### src/rtl/rtc_regbus_slave.sv
module rtc_regbus_slave #(
  parameter logic [6:0] DEV_ADDR = 7'h68,
  parameter int         NREGS    = 20
) (
  input  logic clk,
  input  logic rst_n,
  input  logic pwr_fail,
  input  logic scl_i,
  input  logic sda_i,
  output logic sda_oe
);
  localparam int PW = $clog2(NREGS);

  typedef enum logic [2:0] {S_IDLE, S_RX, S_ACK, S_TX, S_TXACK} st_t;
  localparam logic [1:0] M_ADDR = 2'd0, M_PTR = 2'd1, M_DATA = 2'd2;

  logic [2:0]    scl_sy, sda_sy;
  st_t           state;
  logic [1:0]    mode;
  logic [3:0]    bitcnt;
  logic [7:0]    sh;
  logic          rw, mack;
  logic [PW-1:0] ptr;
  logic [7:0]    regs [NREGS];

  wire scl      = scl_sy[1];
  wire sda      = sda_sy[1];
  wire scl_rise = scl & ~scl_sy[2];
  wire scl_fall = ~scl & scl_sy[2];
  wire start_c  = scl & scl_sy[2] & sda_sy[2] & ~sda;
  wire stop_c   = scl & scl_sy[2] & ~sda_sy[2] & sda;

  function automatic logic [PW-1:0] nxt(input logic [PW-1:0] p);
    return (p == PW'(NREGS - 1)) ? '0 : p + 1'b1;
  endfunction

  always_ff @(posedge clk) begin
    if (!rst_n) begin
      scl_sy <= '1;
      sda_sy <= '1;
    end else begin
      scl_sy <= {scl_sy[1:0], scl_i};
      sda_sy <= {sda_sy[1:0], sda_i};
    end
  end

  always_ff @(posedge clk) begin
    if (!rst_n) begin
      state  <= S_IDLE;
      mode   <= M_ADDR;
      bitcnt <= '0;
      sh     <= '0;
      rw     <= 1'b0;
      mack   <= 1'b0;
      ptr    <= '0;
      sda_oe <= 1'b0;
      for (int i = 0; i < NREGS; i++) regs[i] <= '0;
    end else if (pwr_fail) begin
      state  <= S_IDLE;
      ptr    <= '0;
      sda_oe <= 1'b0;
      bitcnt <= '0;
    end else if (start_c) begin
      state  <= S_RX;
      mode   <= M_ADDR;
      bitcnt <= '0;
      sda_oe <= 1'b0;
    end else if (stop_c) begin
      state  <= S_IDLE;
      sda_oe <= 1'b0;
    end else begin
      case (state)
        S_RX: begin
          if (scl_rise) begin
            sh     <= {sh[6:0], sda};
            bitcnt <= bitcnt + 1'b1;
          end else if (scl_fall && bitcnt == 4'd8) begin
            case (mode)
              M_ADDR: begin
                if (sh[7:1] == DEV_ADDR) begin
                  rw     <= sh[0];
                  sda_oe <= 1'b1;
                  state  <= S_ACK;
                end else begin
                  state  <= S_IDLE;
                end
              end
              M_PTR: begin
                ptr    <= (sh < NREGS) ? sh[PW-1:0] : '0;
                sda_oe <= 1'b1;
                state  <= S_ACK;
              end
              default: begin
                regs[ptr] <= sh;
                ptr       <= nxt(ptr);
                sda_oe    <= 1'b1;
                state     <= S_ACK;
              end
            endcase
          end
        end
        S_ACK: begin
          if (scl_fall) begin
            bitcnt <= '0;
            if (mode == M_ADDR && rw) begin
              state  <= S_TX;
              sh     <= regs[ptr];
              sda_oe <= ~regs[ptr][7];
              ptr    <= nxt(ptr);
            end else begin
              state  <= S_RX;
              mode   <= (mode == M_ADDR) ? M_PTR : M_DATA;
              sda_oe <= 1'b0;
            end
          end
        end
        S_TX: begin
          if (scl_rise) begin
            bitcnt <= bitcnt + 1'b1;
          end else if (scl_fall) begin
            if (bitcnt == 4'd8) begin
              sda_oe <= 1'b0;
              state  <= S_TXACK;
            end else begin
              sh     <= {sh[6:0], 1'b0};
              sda_oe <= ~sh[6];
            end
          end
        end
        S_TXACK: begin
          if (scl_rise) begin
            mack <= ~sda;
          end else if (scl_fall) begin
            bitcnt <= '0;
            if (mack) begin
              state  <= S_TX;
              sh     <= regs[ptr];
              sda_oe <= ~regs[ptr][7];
              ptr    <= nxt(ptr);
            end else begin
              state  <= S_IDLE;
            end
          end
        end
        default: ;
      endcase
    end
  end
endmodule


### config.mk
export PLATFORM = sky130hd
export DESIGN_NAME = rtc_regbus_slave
export DESIGN_NICKNAME = d
export VERILOG_FILES = /design/src/rtl/rtc_regbus_slave.sv
export SDC_FILE = /design/constraint.sdc
export NUM_CORES = 1
export LEC_CHECK = 0
export ABC_AREA = 1
export ABC_CLOCK_PERIOD_IN_PS = 2200
export BUFFER_PORTS_ARGS = -buffer_cell sky130_fd_sc_hd__buf_4
export CORE_MARGIN = 5
export CORE_UTILIZATION = 33
export CTS_CLUSTER_SIZE = 12
export DETAILED_ROUTE_END_ITERATION = 6
export RECOVER_POWER = 50
export SKIP_LAST_GASP = 1
export SLEW_MARGIN = 20
export SYNTH_ARGS = -nofsm -noshare
export SYNTH_HDL_FRONTEND = slang
export SYNTH_SLANG_ARGS = --single-unit
### constraint.sdc
create_clock -name clk -period 2.2 [get_ports clk]
set_clock_uncertainty 0.1 [all_clocks]
set_input_delay 0.22 -clock clk [delete_from_list [all_inputs] [get_ports clk]]
set_output_delay 0.22 -clock clk [all_outputs]
set_load 0.01 [all_outputs]
Word-level counts from Yosys, hierarchy flattened
Memory sizes are Yosys's and may differ from the RTL's. A register that Yosys moved wholly into a read port is not among the register bits.
Index checks and enable logic that the tools add are counted.

storage, ports and cells
  register bits = 31
  RAM bits = 160
  bits of input ports = 5
  output and inout port bits = 1
  memories = 1

memories
  memory  words  width  read ports  clocked after memory_dff  write ports  line  text
  regs    20     8      1           1                         20           24    logic [7:0] regs [NREGS];

cells by class
  add/sub/neg operators = 2
  $lt $le $gt $ge = 1
  equality and inequality tests = 33
  multiplexer cells = 74
  bitwise operators = 18
  reduce and logical (&&, ||, !) cells = 24

operators by type and width
  cell                count
  $mux 8              10
  $mux 5              12
  $ne 4x4->1 const B  8
  $pmux 8 s4          1
  $ne 2x2->1 const B  15
  $mux 3              9
  $mux 1              25
  $mux 2              9
  $reduce_and 9->1    2
  $pmux 5 s3          1
  $reduce_and 13->1   1
  $mux 4              3
  $pmux 3 s4          1
  $pmux 4 s3          1
  $not 1->1           11
  $reduce_and 11->1   1
  $pmux 5 s2          1
  $reduce_and 10->1   1
  $reduce_and 5->1    2
  $lt 8x5->1 const B  1
  $reduce_and 8->1    1
  $reduce_or 8->1     1
  $and 1x1->1         7
  $eq 7x7->1 const B  1
  other kinds (21)    27

Longest topological paths before layout
  depth after elaboration = 13
  gate-level depth with buffers = 12

Worst setup path before layout
OpenSTA, ideal clock, no wires.

  path kind = register -> register
  start = register bitcnt[0]
  end = memory regs[31][0] (enable)
  setup time = 370 ps
  data arrival time = 1,876 ps
  required time = 1,730 ps
  setup slack = -147 ps
  stages on the path, launching flop included = 11
  path buffers = 0
  clock period less this slack = 2,347 ps
  path through = dfxtp_1 inv_1 ha_1 nand3_1 nor2_1 inv_1 nor3_4 nand2_2 nor2_8 inv_1 nor2_1

RTL lines
  item                    line  text
  from (decl)             20    logic [3:0] bitcnt;
  from (signal assigned)  76    bitcnt <= bitcnt + 1'b1;
  from (signal assigned)  119   bitcnt <= bitcnt + 1'b1;
  to (decl)               24

==> metrics.txt <==
initial antenna violation count 0; Setup CP Type reg2reg; Total GRT Usage 15.1%; adder-cell area share of the yosys netlist 0.570%; Post-Synth XOR/XNOR Area less than 1%; Crit path arrival time ~2.3 ns; clock sinks 292; crit start category flip-flop; Die Y between 200 and 250 um; PwrDens approximately 760 mW/mm^2; fin cells slightly above 2k; final wirelength ~34 mm; leading cell type in the layout, fill and taps excluded nand2_1; leakage power roughly 0.006 uW; Slew Limit Fails 0; CP max stage cell dfxtp_2; via count roughly 10k; H-tree depth 1; Starting Density between 30% and 40%; Tmin final between 2 and 2.5 ns; DR vias/cell approximately 5.0; Top Ports 6; synthesized cell area 0.0132 mm^2; post-synth top area share 58.3%; Die Area about 0.044 mm^2; Net Switching approximately 2900 uW; CP cell instances inv_2 > ha_4 > nand3_4 > nor2_4 > inv_2 > nor3_4 > buf_6 > nand3_2 > inv_2 > buf_6 > nand2_2 > nand2_2 > buf_12; final setup margin 0.0386 ns; Final ANT Viol Nets 0; area leader, netlist edfxtp_1; Max clock buf depth 3; Seq cells post-synth 292; clk root buf clkbuf_16; maximum vdd ir drop approximately 0.55 mV; simple-gate share of the synthesized area between 20 and 30%; Worst Tran Pin Value around 0.89 ns; fmax 463 MHz; Max-cap violations 0; RSZ-0062 raised after global routing yes; Synth Area in Compound Gates a little over 2%; placed cells approximately 2.0k; layout cells sized above 1 about 16%; final global-route overflow total 0; Syn Nets 1404; # setup viols final 0; Num CTS Buffers 30; Clk pwr share 38.7%; outcome completed; top post-synthesis cells by area edfxtp_1 58%, nand2_1 12%, nand3_1 8.8%; largest family of logic cells by synthesized area simple AND/OR/NAND/NOR gates; Slew HR between 40% and 50%; core box area approximately 0.040 mm^2; Synth warnings 0; CTS tree done; # port buffers 5; Area Growth Syn to Fin 20.0%; required time of the critical path roughly 2.4 ns; Seq pwr share a little over half; Power Total roughly 12000 uW; dpl hpwl 22.3 mm; First-pass DRT Iterations 5; Row Count 73; Post-Syn Area per Cell between 9 and 10 um^2; dpl ws -0.125 ns; Final period util a little over nine tenths; CP max FO 8; mux share of post-synthesis cell area 0%; DIE WIDTH between 200 and 250 um; routability cong. between 0.8 and 0.9; most frequent cell on the critical path inv_2; DR WL/cell 16.9 um; latest clock arrival within the worst-skew pair between 0.5 and 0.6 ns; Pint around 9200 uW; FILL cells approximately 3.9k; clock-pin slew on the worst setup and hold paths ~0.06 ns; Fin. Hold Viols 0; first-pass GRT wire length roughly 53 mm; Hold Crit Class reg2reg; Antenna diodes 0; Logic pwr share under 10%; Post-Syn Instances 1393; most frequent cells in the layout 397 x nand2_1, 256 x edfxtp_1, 232 x nand3_1; CP Capture Type flip-flop; post-synthesis sequential area ratio 63.8%; largest net degree at the start of global routing between 60 and 70; Post-route DRC 0; vias in the first global route 9794; largest stage delay on the critical path between 0.3 and 0.4 ns; Initial DRC Count about 810; count of unique library cells instantiated by Yosys 28; fin nets approximately 1.5k; switching part of the total 23.9%
per-layer routing:
metal | part of all wire, % | vias up | GRT usage (%)
li1 | - | 4834 | -
met1 | 43 | 4849 | 20.3
met2 | 49 | 273 | 26.0
met3 | 5.7 | 66 | 1.49
met4 | 2.6 | 0 | 4.61
met5 | 0 | - | 0
sequential cells by signal (all words and copies together) (netlist names), named ones only:
signal	flops
state	3
bitcnt	4
ptr	5
mode	2
rw	1
sda_oe	1
sh	8
scl_sy	3
regs	256
mack	1
sda_sy	3
kinds of logic after synthesis:
logic type / count (synthesis)
XOR/XNOR: 1
flip-flops: 292
buffers and inverters: 130
AND/OR/NAND/NOR: 912
AO/OA/AOI/OAI: 52
adder cells (fa/ha/maj): 6
layout make-up:
type / instances / area, um^2 / area share, %
repair buffers: 121 / 1160 / 7.35
clock buffers: 45 / 847 / 5.36
inverters: 57 / 231 / 1.46
flip-flops and latches: 292 / 8410 / 53.2
clock inverters: 7 / 46.3 / 0.293
multi-input cells: 971 / 4450 / 28.2
well taps: 525 / 657 / 4.15
cells in the mapped netlist:
cell type  number
o22ai_1         3
a21oi_1        33
clkbuf_1       40
nor3_4          1
buf_1          18
nor2_4          1
nor3_1          9
buf_2          15
a211oi_1        2
ha_1            6
nor3_2          2
nand3_1       233
o21ai_0        14
dfxtp_1        36
nand2_2        17
edfxtp_1      256
nor2_8          1
nor2_1        212
nand3_2         5
nor2_2          2
inv_1          51
inv_2           6
nand4_1         2
nand2_4         5
and3_1          1
xor2_1          1
nand2_1       416
or2_2           5
critical path: cells and delay by family, from the launching register on:
family / cells / cell delay (ns)
fa+ha+maj: 1 / 0.14
buf+inv: 6 / 0.66
flops: 1 / 0.32
simple gates: 6 / 0.64
stage by stage:
| stage | TNS (ns) | util, % | hold slack (ns) | instance area [um^2] |
|---|---|---|---|---|
| finish | 0 | 39.9 | 0.309 | 15800 |
| global route | -7.78 | 39.9 | 0.331 | 15800 |
| CTS | 0 | 39.5 | 0.315 | 15700 |
| detailed placement | -6.19 | 37.0 | 0.299 | 14700 |
| global placement | -3.12 | 37.0 | 0.296 | 14700 |
| floorplan | -0.609 | - | 0.227 | 13200 |
power by group through the flow:
stage	Clock, uW	Sequential (uW)	Combinational, uW
detailed placement	0	6390	1090
floorplan	0	6380	620
global placement	0	6380	1080
finish	4650	6270	1110
CTS	4750	6270	1110
global route	4990	6290	1210
timing repair:
action | in CTS | in global routing
hold buffers | 6 | 0
setup buffers | 0 | 2
endpoints found under the setup margin | 148 | 330
endpoints found under the hold margin | 17 | 0
resized for setup | 11 | 71
pin swaps | 0 | 6
final timing paths:
check	startpoint	end	slack, ns	depth (start not counted)
worst max register to register	bitcnt[0]	regs[8][2]	0.04	13
worst max-delay path	bitcnt[0]	regs[8][2]	0.04	13
worst min-delay path	sda_sy[0]	sda_sy[1]	0.31	1
worst min register to register	sda_sy[0]	sda_sy[1]	0.31	1
No activity file was read; power rests on OpenSTA's default activity.
